**src/rtl/rxto_pkg.sv**
```systemverilog
package rxto_pkg;
  localparam int unsigned CTRL_CLR_BIT  = 0;
  localparam int unsigned CTRL_SRST_BIT = 7;

  typedef struct packed {
    logic       busy;
    logic [4:0] rsvd;
    logic       ovr;
    logic       tout;
  } rxto_stat_t;
endpackage

```
**src/rtl/rxto_fifo.sv**
```systemverilog
module rxto_fifo #(
  parameter int unsigned DW    = 8,
  parameter int unsigned DEPTH = 4,
  localparam int unsigned AW   = (DEPTH > 1) ? $clog2(DEPTH) : 1,
  localparam int unsigned CNTW = $clog2(DEPTH + 1)
) (
  input  logic            clk_i,
  input  logic            rst_ni,
  input  logic            clr_i,
  input  logic            push_i,
  input  logic [DW-1:0]   wdata_i,
  input  logic            pop_i,
  output logic [DW-1:0]   rdata_o,
  output logic [CNTW-1:0] count_o,
  output logic            full_o,
  output logic            empty_o
);
  logic [DW-1:0]   mem_q [DEPTH];
  logic [AW-1:0]   wr_ptr_q, wr_ptr_d, rd_ptr_q, rd_ptr_d;
  logic [CNTW-1:0] count_q, count_d;
  logic            push_ok, pop_ok;

  assign full_o  = (count_q == CNTW'(DEPTH));
  assign empty_o = (count_q == '0);
  assign push_ok = push_i && !full_o && !clr_i;
  assign pop_ok  = pop_i && !empty_o && !clr_i;

  function automatic logic [AW-1:0] ptr_inc(input logic [AW-1:0] p);
    return (p == AW'(DEPTH - 1)) ? '0 : p + AW'(1);
  endfunction

  always_comb begin
    wr_ptr_d = wr_ptr_q;
    rd_ptr_d = rd_ptr_q;
    count_d  = count_q;
    if (clr_i) begin
      wr_ptr_d = '0;
      rd_ptr_d = '0;
      count_d  = '0;
    end else begin
      if (push_ok) wr_ptr_d = ptr_inc(wr_ptr_q);
      if (pop_ok)  rd_ptr_d = ptr_inc(rd_ptr_q);
      case ({push_ok, pop_ok})
        2'b10:   count_d = count_q + CNTW'(1);
        2'b01:   count_d = count_q - CNTW'(1);
        default: count_d = count_q;
      endcase
    end
  end

  always_ff @(posedge clk_i or negedge rst_ni) begin
    if (!rst_ni) begin
      wr_ptr_q <= '0;
      rd_ptr_q <= '0;
      count_q  <= '0;
    end else begin
      wr_ptr_q <= wr_ptr_d;
      rd_ptr_q <= rd_ptr_d;
      count_q  <= count_d;
    end
  end

  always_ff @(posedge clk_i) begin
    if (push_ok) mem_q[wr_ptr_q] <= wdata_i;
  end

  assign rdata_o = mem_q[rd_ptr_q];
  assign count_o = count_q;

  AST_FIFO_BOUND: assert property (@(posedge clk_i) disable iff (!rst_ni)
    count_q <= CNTW'(DEPTH)) else $error("fifo count above depth");
  AST_DROP_KEEPS_FULL: assert property (@(posedge clk_i) disable iff (!rst_ni)
    push_i && full_o && !pop_i && !clr_i |=> full_o) else $error("full fifo lost data");
  AST_EMPTY_POP_NOOP: assert property (@(posedge clk_i) disable iff (!rst_ni)
    pop_i && empty_o && !push_i |=> empty_o) else $error("pop on empty changed fifo");
endmodule

```
**src/rtl/rxto_idle_timer.sv**
```systemverilog
module rxto_idle_timer #(
  parameter int unsigned FB_W  = 4,
  parameter int unsigned OVS   = 16,
  localparam int unsigned LIM_MAX = 2 * ((1 << FB_W) - 1) * OVS,
  localparam int unsigned CW      = $clog2(LIM_MAX + 1)
) (
  input  logic            clk_i,
  input  logic            rst_ni,
  input  logic            clr_i,
  input  logic            frame_i,
  input  logic            tick_i,
  input  logic [FB_W-1:0] frame_bits_i,
  output logic            expire_o
);
  logic          armed_q, armed_d;
  logic [CW-1:0] cnt_q, cnt_d;
  logic [CW-1:0] limit;

  assign limit    = CW'(frame_bits_i) * CW'(2 * OVS);
  assign expire_o = armed_q && tick_i && !frame_i && !clr_i
                    && (cnt_q == limit - CW'(1));

  always_comb begin
    armed_d = armed_q;
    cnt_d   = cnt_q;
    if (clr_i) begin
      armed_d = 1'b0;
      cnt_d   = '0;
    end else if (frame_i) begin
      armed_d = 1'b1;
      cnt_d   = '0;
    end else if (armed_q && tick_i) begin
      if (expire_o) begin
        armed_d = 1'b0;
        cnt_d   = '0;
      end else begin
        cnt_d   = cnt_q + CW'(1);
      end
    end
  end

  always_ff @(posedge clk_i or negedge rst_ni) begin
    if (!rst_ni) begin
      armed_q <= 1'b0;
      cnt_q   <= '0;
    end else begin
      armed_q <= armed_d;
      cnt_q   <= cnt_d;
    end
  end

  AST_FRAME_RESTARTS: assert property (@(posedge clk_i) disable iff (!rst_ni)
    frame_i && !clr_i |=> armed_q && (cnt_q == '0)) else $error("frame did not restart timer");
  AST_SINGLE_SHOT: assert property (@(posedge clk_i) disable iff (!rst_ni)
    expire_o |=> !expire_o) else $error("timer expired twice in a row");
endmodule

```
**src/rtl/rxto_srst_seq.sv**
```systemverilog
module rxto_srst_seq #(
  parameter int unsigned SRST_CYC = 4,
  localparam int unsigned SW      = $clog2(SRST_CYC + 1)
) (
  input  logic clk_i,
  input  logic rst_ni,
  input  logic start_i,
  output logic busy_o
);
  logic [SW-1:0] cnt_q, cnt_d;

  assign busy_o = (cnt_q != '0);

  always_comb begin
    cnt_d = cnt_q;
    if (busy_o)       cnt_d = cnt_q - SW'(1);
    else if (start_i) cnt_d = SW'(SRST_CYC);
  end

  always_ff @(posedge clk_i or negedge rst_ni) begin
    if (!rst_ni) cnt_q <= '0;
    else         cnt_q <= cnt_d;
  end

  AST_SRST_ENTER: assert property (@(posedge clk_i) disable iff (!rst_ni)
    start_i && !busy_o |=> busy_o) else $error("software reset did not start");
  AST_SRST_BOUND: assert property (@(posedge clk_i) disable iff (!rst_ni)
    cnt_q <= SW'(SRST_CYC)) else $error("reset sequencer out of range");
endmodule

```
**src/rtl/uart_rx_idle_watch.sv**
```systemverilog
module uart_rx_idle_watch
  import rxto_pkg::*;
#(
  parameter int unsigned DW       = 8,
  parameter int unsigned DEPTH    = 4,
  parameter int unsigned FB_W     = 4,
  parameter int unsigned OVS      = 16,
  parameter int unsigned SRST_CYC = 4,
  localparam int unsigned CNTW    = $clog2(DEPTH + 1)
) (
  input  logic            clk_i,
  input  logic            rst_ni,
  input  logic            baud_tick_i,
  input  logic [FB_W-1:0] frame_bits_i,
  input  logic            dma_mode_i,
  input  logic            frame_done_i,
  input  logic [DW-1:0]   frame_data_i,
  input  logic            fifo_pop_i,
  output logic [DW-1:0]   fifo_rdata_o,
  output logic [CNTW-1:0] fifo_count_o,
  input  logic            reg_wr_i,
  input  logic [7:0]      reg_wdata_i,
  output logic [7:0]      reg_rdata_o
);
  logic       rst_sync_q1, rst_sync_q2, rst_n;
  logic       busy, expire, fire, clr_req, srst_req;
  logic       fifo_full, fifo_empty;
  logic       tout_q, tout_d, ovr_q, ovr_d;
  logic       wdata_unused;
  rxto_stat_t stat;

  always_ff @(posedge clk_i or negedge rst_ni) begin
    if (!rst_ni) begin
      rst_sync_q1 <= 1'b0;
      rst_sync_q2 <= 1'b0;
    end else begin
      rst_sync_q1 <= 1'b1;
      rst_sync_q2 <= rst_sync_q1;
    end
  end
  assign rst_n = rst_sync_q2;

  assign clr_req      = reg_wr_i && reg_wdata_i[CTRL_CLR_BIT];
  assign srst_req     = reg_wr_i && reg_wdata_i[CTRL_SRST_BIT];
  assign wdata_unused = ^reg_wdata_i[6:1];

  rxto_srst_seq #(.SRST_CYC(SRST_CYC)) srst_i (
    .clk_i   (clk_i),
    .rst_ni  (rst_n),
    .start_i (srst_req),
    .busy_o  (busy)
  );

  rxto_fifo #(.DW(DW), .DEPTH(DEPTH)) fifo_i (
    .clk_i   (clk_i),
    .rst_ni  (rst_n),
    .clr_i   (busy),
    .push_i  (frame_done_i),
    .wdata_i (frame_data_i),
    .pop_i   (fifo_pop_i),
    .rdata_o (fifo_rdata_o),
    .count_o (fifo_count_o),
    .full_o  (fifo_full),
    .empty_o (fifo_empty)
  );

  rxto_idle_timer #(.FB_W(FB_W), .OVS(OVS)) timer_i (
    .clk_i        (clk_i),
    .rst_ni       (rst_n),
    .clr_i        (busy),
    .frame_i      (frame_done_i),
    .tick_i       (baud_tick_i),
    .frame_bits_i (frame_bits_i),
    .expire_o     (expire)
  );

  assign fire = expire && (dma_mode_i || !fifo_empty);

  always_comb begin
    tout_d = tout_q;
    ovr_d  = ovr_q;
    if (busy) begin
      tout_d = 1'b0;
      ovr_d  = 1'b0;
    end else begin
      if (fire)         tout_d = 1'b1;
      else if (clr_req) tout_d = 1'b0;
      if (frame_done_i && fifo_full) ovr_d = 1'b1;
    end
  end

  always_ff @(posedge clk_i or negedge rst_n) begin
    if (!rst_n) begin
      tout_q <= 1'b0;
      ovr_q  <= 1'b0;
    end else begin
      tout_q <= tout_d;
      ovr_q  <= ovr_d;
    end
  end

  always_comb begin
    stat      = '0;
    stat.busy = busy;
    stat.ovr  = ovr_q;
    stat.tout = tout_q;
  end
  assign reg_rdata_o = stat;

  AST_TOUT_NEEDS_DATA: assert property (@(posedge clk_i) disable iff (!rst_n)
    $rose(tout_q) && !$past(dma_mode_i) |-> $past(fifo_count_o) != '0)
    else $error("timeout raised with empty fifo in non-dma mode");
  AST_TOUT_STICKY: assert property (@(posedge clk_i) disable iff (!rst_n)
    tout_q && !busy && !clr_req |=> tout_q) else $error("timeout dropped without clear");
  AST_OVR_STICKY: assert property (@(posedge clk_i) disable iff (!rst_n)
    ovr_q && !busy |=> ovr_q) else $error("overrun dropped without reset");
  AST_BUSY_CLEARS: assert property (@(posedge clk_i) disable iff (!rst_n)
    busy |=> !tout_q && !ovr_q && (fifo_count_o == '0)) else $error("reset left state");
endmodule

```
**config.mk**
```make
export PLATFORM = sky130hd
export DESIGN_NAME = uart_rx_idle_watch
export DESIGN_NICKNAME = d
export VERILOG_FILES = /design/src/rtl/rxto_pkg.sv /design/src/rtl/rxto_fifo.sv /design/src/rtl/rxto_idle_timer.sv /design/src/rtl/rxto_srst_seq.sv /design/src/rtl/uart_rx_idle_watch.sv
export SDC_FILE = /design/constraint.sdc
export NUM_CORES = 1
export LEC_CHECK = 0
export BUFFER_PORTS_ARGS = -buffer_cell sky130_fd_sc_hd__buf_4
export CAP_MARGIN = 40
export CORE_MARGIN = 10
export CORE_UTILIZATION = 55
export CTS_CLUSTER_DIAMETER = 50
export DETAILED_ROUTE_END_ITERATION = 12
export PLACE_DENSITY = 0.87
export SKIP_CTS_REPAIR_TIMING = 1
export SYNTH_ARGS = -nofsm -noshare
export SYNTH_HDL_FRONTEND = slang
export SYNTH_SLANG_ARGS = --single-unit
export TNS_END_PERCENT = 20
```
**constraint.sdc**
```tcl
create_clock -name clk_i -period 1.66 [get_ports clk_i]
set_input_delay 0 -clock clk_i [delete_from_list [all_inputs] [get_ports clk_i]]
set_output_delay 0 -clock clk_i [all_outputs]
set_load 0.005 [all_outputs]
```
Word level (Yosys, flattened, before mapping)
Memory sizes are Yosys's and may differ from the RTL's.
Index checks and enable logic that the tools add are counted.
{"block": "totals", "mem_count": 1, "inputBits": 27, "latch_bits": 0, "ramBits": 32, "out_inout_bits": 19, "reg_bits": 24, "rom_bits": 0}
{"block": "classes", "n_mux": 25, "n_shift": 0, "reduce_logical": 28, "n_eq_ne": 6, "magnitude_cmp": 0, "bitwise_logic": 0, "n_addsub": 7, "div_mod_pow": 0, "n_mul": 0}
{"memory": "fifo_i.mem_q", "words": 4, "width": 8, "read_ports": 1, "rd_clocked_by_memory_dff": 0, "wr": 1, "line_no": "rxto_fifo.sv:18", "rtl": "logic [DW-1:0] mem_q [DEPTH];"}
{"op": "9-bit two-way mux", "n": 4}
{"op": "3-bit nonzero test", "n": 5}
{"op": "1-bit logical AND", "n": 12}
{"op": "2-bit two-way mux", "n": 6}
{"op": "1-bit two-way mux", "n": 11}
{"op": "9-bit by 1-bit adder with 9-bit output (second input constant)", "n": 1}
{"op": "9-bit == test", "n": 1}
{"op": "3-bit two-way mux", "n": 3}
{"op": "9-bit by 1-bit subtractor with 9-bit output (second input constant)", "n": 1}
{"op": "2-bit nonzero test", "n": 4}
{"op": "2-bit == test (second input constant)", "n": 3}
{"op": "3-bit one-hot mux with 2 select lines", "n": 1}
{"op": "3-bit by 1-bit subtractor with 3-bit output (second input constant)", "n": 2}
{"op": "2-bit by 1-bit adder with 2-bit output (second input constant)", "n": 2}
{"op": "1-bit logical NOT", "n": 4}
{"op": "3-bit by 1-bit adder with 3-bit output (second input constant)", "n": 1}
{"op": "3-bit == test (second input constant)", "n": 1}
{"op": "3-bit logical NOT", "n": 1}
{"op": "2-bit by 1-bit == test with 1-bit output (second input constant)", "n": 1}
{"op": "2-bit AND reduction", "n": 1}
{"op": "1-bit logical OR", "n": 1}

Logic depth before layout (Yosys ltp)
{"block": "logic_depth", "ltp_word": 8, "mapped_depth": 8, "ltp_nobuf": 7}

Hierarchy
Synthesis repeated with hierarchy kept, for this count alone.
{"block": "unflattened", "cells_unflattened": 212, "hier_area_um2": 2730.1}
{"mod": "rxto_fifo", "cells_each": 108, "instances": 1, "area_per_inst_um2": 1747.9}
{"mod": "rxto_idle_timer", "cells_each": 66, "instances": 1, "area_per_inst_um2": 626.9}
{"mod": "uart_rx_idle_watch", "cells_each": 22, "instances": 1, "area_per_inst_um2": 212.7}
{"mod": "rxto_srst_seq", "cells_each": 16, "instances": 1, "area_per_inst_um2": 142.6}

Worst setup path before layout
Ideal clock, no wire load.
{"block": "synth_timing", "path_kind": "flip-flop to flip-flop", "start": "register fifo_i.count_q[1], in the netlist fifo_i.count_o[1]", "end": "register fifo_i.count_q[2], in the netlist fifo_i.count_o[2]", "stages_incl_launch_ff": 9, "path_buffers": 1, "required_ns": 1.525, "slack_ns": -0.434, "period_less_slack_ns": 2.094, "setup_ns": 0.135, "arrival_ns": 1.959, "path_cell_list": "dfrtp_1 or3b_1 and2_1 clkbuf_1 nor3_1 fa_1 and4_1 o21ai_0 nor3b_1"}
{"block": "synth_via", "elab_chain_len": 7, "elab_cells_between_ends": 15, "cone_classes": "2 x add/sub; 3 x eq/ne; 2 x mux; 8 x reduce/logical"}
{"element": "from (decl)", "line_no": "rxto_fifo.sv:20", "rtl": "logic [CNTW-1:0] count_q, count_d;"}
{"element": "from (signal assigned)", "line_no": "rxto_fifo.sv:59", "rtl": "count_q <= count_d;"}
{"element": "3-bit == test or 3-bit logical NOT (tied branches)", "line_no": "rxto_fifo.sv:23, rxto_fifo.sv:24"}
{"element": "1-bit logical NOT (on tied branches)", "line_no": "rxto_fifo.sv:25, rxto_fifo.sv:26"}
{"element": "1-bit logical AND (on tied branches) (2 in series)", "line_no": "rxto_fifo.sv:25, rxto_fifo.sv:26"}
{"element": "2-bit by 1-bit == test with 1-bit output or 2-bit == test (tied branches)", "line_no": "rxto_fifo.sv:43", "rtl": "case ({push_ok, pop_ok})"}
{"element": "3-bit one-hot mux with 2 select lines", "line_no": "rxto_fifo.sv:43"}
{"element": "3-bit two-way mux", "line_no": "rxto_fifo.sv:36", "rtl": "if (clr_i) begin"}
Several ways; a longest one is shown, not always the timed one.
A chain may end at the register's enable or synchronous reset.

Final worst setup path
{"block": "layout_timing", "start": "register fifo_i.count_q[0], in the netlist fifo_i.count_o[0]", "end": "register fifo_i.count_q[2], in the netlist fifo_i.count_o[2]"}
The elaborated chain is that of the path after synthesis.

==> summary.md <==
| Metric | Value |
|---|---|
| I/O pin count | `46` |
| H-tree depth | `2` |
| Fmax | `508 MHz` |
| Main synth FF type | `edfxtp_1` |
| Worst VDD drop | `574 uV` |
| Max_cap viols | `0` |
| Post-synth top area cell | `edfxtp_1` |
| CTS max path bufs | `2` |
| Crit path DAT | `2.17 ns` |
| Maximum fanout along the worst path | `4` |
| GRT Residual Overflow | `0` |
| Vias in the first global route | `1705` |
| Metal3 WL | `310 um` |
| Delay-heaviest family, CP | `simple AND/OR/NAND/NOR gates` |
| RSZ-0062 raised after global routing | `true` |
| Crit path depth | `7` |
| Crit Path Class | `register to register` |
| Clk sinks | `56` |
| Via count | `1754` |
| Status | `finished with violations` |
| Max incr delay on CP | `0.42 ns` |
| Total GRT Usage | `13.4%` |
| Final critical-path required period | `1.97 ns` |
| Die Width | `88.5 um` |
| R2r endpoint | `fifo_i.count_o[2]$_DFFE_PN0P_` |
| CTS tree | `built` |
| Rows | `24` |
| DR vias/cell | `5.53` |
| Syn Inst Count | `189` |
| Post-synth EDFFs | `32` |
| Pre-Repair DR Iteration Count | `4` |
| Antenna violations before repair | `0` |
| Die Area | `7830 um2` |
| Core box area | `4440 um2` |
| Netlist cell types | `38` |
| Asr flop ratio synth | `42.9%` |
| Finished Core Util | `76.4%` |
| Top layer in use | `met4` |
| Met2 Routed Length | `3010 um` |
| Placed Instance Area | `3050 um2` |
| Hold path depth | `3` |
| Largest net degree at the start of global routing | `23` |
| Wl on met1 | `2120 um` |
| Post-route DRC | `0` |
| IO Port Bufs | `34` |
| CP endpoint kind | `register` |
| Share of the clock period used by the worst path | `119%` |
| Hold Path End | `timer_i.armed_q$_DFFE_PN0P_` |
| CTS Buf Count | `5` |
| Clock Latency Late Sink | `0.31 ns` |
| Synth top area cells | `edfxtp_1 37%, dfrtp_1 23%, mux4_2 7.0%` |
| R2R setup slack | `-0.31 ns` |
| CP cell instances | `or3b_4, and2_4, nor3_4, fa_2, and4_4, o21ai_1, nor3b_2` |
| Mapped Area | `2580 um2` |
| Die Y | `88.5 um` |
| Most instantiated library cell after synthesis | `edfxtp_1` |
| Hold Slack | `0.0352 ns` |
| Failing checks | `negative setup slack` |
| P&R area growth vs syn | `31.5%` |
| Area share of the largest cell type after synthesis | `37.2%` |
| R2r startpoint | `fifo_i.count_o[0]$_DFFE_PN0P_` |
| Sequential share of the synthesized area | `60.5%` |
| Setup TNS | `-1.51 ns` |
| Post-synth top cells | `32 x edfxtp_1, 24 x dfrtp_1, 16 x nor2_1, 12 x xnor2_1` |
| Min-delay worst type | `primary input to register` |
| Placed wire-length estimate | `3710 um` |
| WP data required | `1.86 ns` |
| CP max-delay cell | `dfrtp_1` |
| Type of element launching the critical path | `register` |
| Tot Pwr | `4.52 mW` |
| Number of synthesized register bits | `56` |
| CTS clock-pin slew for the worst setup and hold paths | `0.09 ns` |
| First-pass GRT wire length | `8000 um` |
| Final hold violations | `0` |
| Post-Route WL | `5560 um` |
| Synth warnings | `0` |
| Layout cell share with drive strength beyond 1 | `40.0%` |
| Gpl congestion | `0.867` |
| Antenna viol nets, final | `0` |
| Drt wl/cell | `17.5 um` |
| Crit path buf inv count | `0` |
| CTS Root Cell | `clkbuf_8` |
| Slew Limit Fails | `0` |
| R2R depth | `7` |
| Post-Layout Inst Area | `3390 um2` |
| Iteration-0 DRC Markers | `82` |
| Setup Viol. Count Final | `12` |
| Final worst setup slack | `-0.309 ns` |
| Worst Hold Launch | `frame_done_i` |
| Leakage power | `1.37 nW` |
| Initial core utilization | `58.1%` |
| Clock Skew | `0.00434 ns` |
| Fin nets | `299` |
| Avg Inst Size Synth | `13.7 um2` |
| N_diodes | `0` |
| P per Cell Area | `1330 nW/um2` |
-- metrics by stage --
stage                     setup slack [ns]  std cells
after floorplan                     -0.331        193
after CTS                           -0.206        300
final                               -0.309        317
after global placement              -0.148        292
after global routing                -0.383        317
after detailed placement            -0.188        292
-- area by class of cell --
class | instances | area, um2
well taps | 52 | 65.1
repair buffers | 78 | 626
flip-flops and latches | 56 | 1560
inverters | 8 | 30.0
multi-input cells | 115 | 1020
clock buffers | 6 | 72.6
fillers | 257 | 1050
clock inverters | 2 | 16.3
-- layer usage --
metal / up-vias / track usage (%)
met4: 0 / 5.14
met5: - / 0
met3: 11 / 4.78
li1: 826 / -
met1: 863 / 13.8
met2: 54 / 24.2
-- worst reg2reg max path: stages (launching register included) --
cell,delay [ns]
dfrtp_1,0.42
or3b_4,0.42
and2_4,0.16
nor3_4,0.19
fa_2,0.24
and4_4,0.22
o21ai_1,0.05
nor3b_2,0.15
-- state kept, by name, indices dropped and copies added (netlist names), 2 cells and up --
name,count
fifo_i.rd_ptr_q,2
fifo_i.mem_q,32
srst_i.cnt_q,3
fifo_i.wr_ptr_q,2
timer_i.cnt_q,9
fifo_i.count_o,3
-- placed cells by master, fill, tap and decap left out, types with 4 or more instances in the layout --
cell type | synthesis | routed
buf_4 | 8 | 63
edfxtp_1 | 32 | 32
dfrtp_1 | 24 | 24
nor2_1 | 16 | 15
dlygate4sd3_1 | 0 | 13
xnor2_1 | 12 | 11
mux4_2 | 8 | 8
nand2_1 | 8 | 8
inv_1 | 7 | 7
nand3_1 | 6 | 6
ha_1 | 7 | 6
conb_1 | 2 | 6
a21oi_1 | 5 | 5
clkbuf_8 | 0 | 5
and3_4 | 0 | 4
nor3_1 | 6 | 4
a211oi_1 | 5 | 4
-- worst max-delay path by stage --
stage,end,slack [ns],startpoint
2_1_floorplan,fifo_i.count_o[2]$_DFFE_PN0P_,-0.33,fifo_i.count_o[1]$_DFFE_PN0P_
3_3_place_gp,fifo_i.count_o[2]$_DFFE_PN0P_,-0.15,fifo_i.count_o[1]$_DFFE_PN0P_
3_5_place_dp,fifo_i.count_o[2]$_DFFE_PN0P_,-0.19,fifo_i.count_o[1]$_DFFE_PN0P_
4_1_cts,fifo_i.count_o[2]$_DFFE_PN0P_,-0.21,fifo_i.count_o[1]$_DFFE_PN0P_
5_1_grt,fifo_i.count_o[2]$_DFFE_PN0P_,-0.38,fifo_i.count_o[0]$_DFFE_PN0P_
6_report,fifo_i.count_o[2]$_DFFE_PN0P_,-0.31,fifo_i.count_o[0]$_DFFE_PN0P_
-- report_power, final --
| part | switching, mW | leakage, nW | total [mW] | internal [mW] |
|---|---|---|---|---|
| Combinational | 0.910 | 0.720 | 1.93 | 1.02 |
| Clock | 0.436 | 0.0414 | 0.737 | 0.301 |
| Sequential | 0.154 | 0.613 | 1.86 | 1.71 |
-- logic make-up after synthesis --
| logic type | Yosys count | share of synthesized area (%) |
|---|---|---|
| muxes | 11 | 8.14 |
| xor gates and xnor gates | 13 | 4.70 |
| buffers and inverters | 22 | 4.46 |
| other | 2 | 0.291 |
| AOI/OAI and AO/OA | 24 | 7.03 |
| DFF | 56 | 60.5 |
| adders and majority gates | 8 | 4.17 |
| and+or+nand+nor | 53 | 10.7 |
Power figures use the tool's default switching activity.
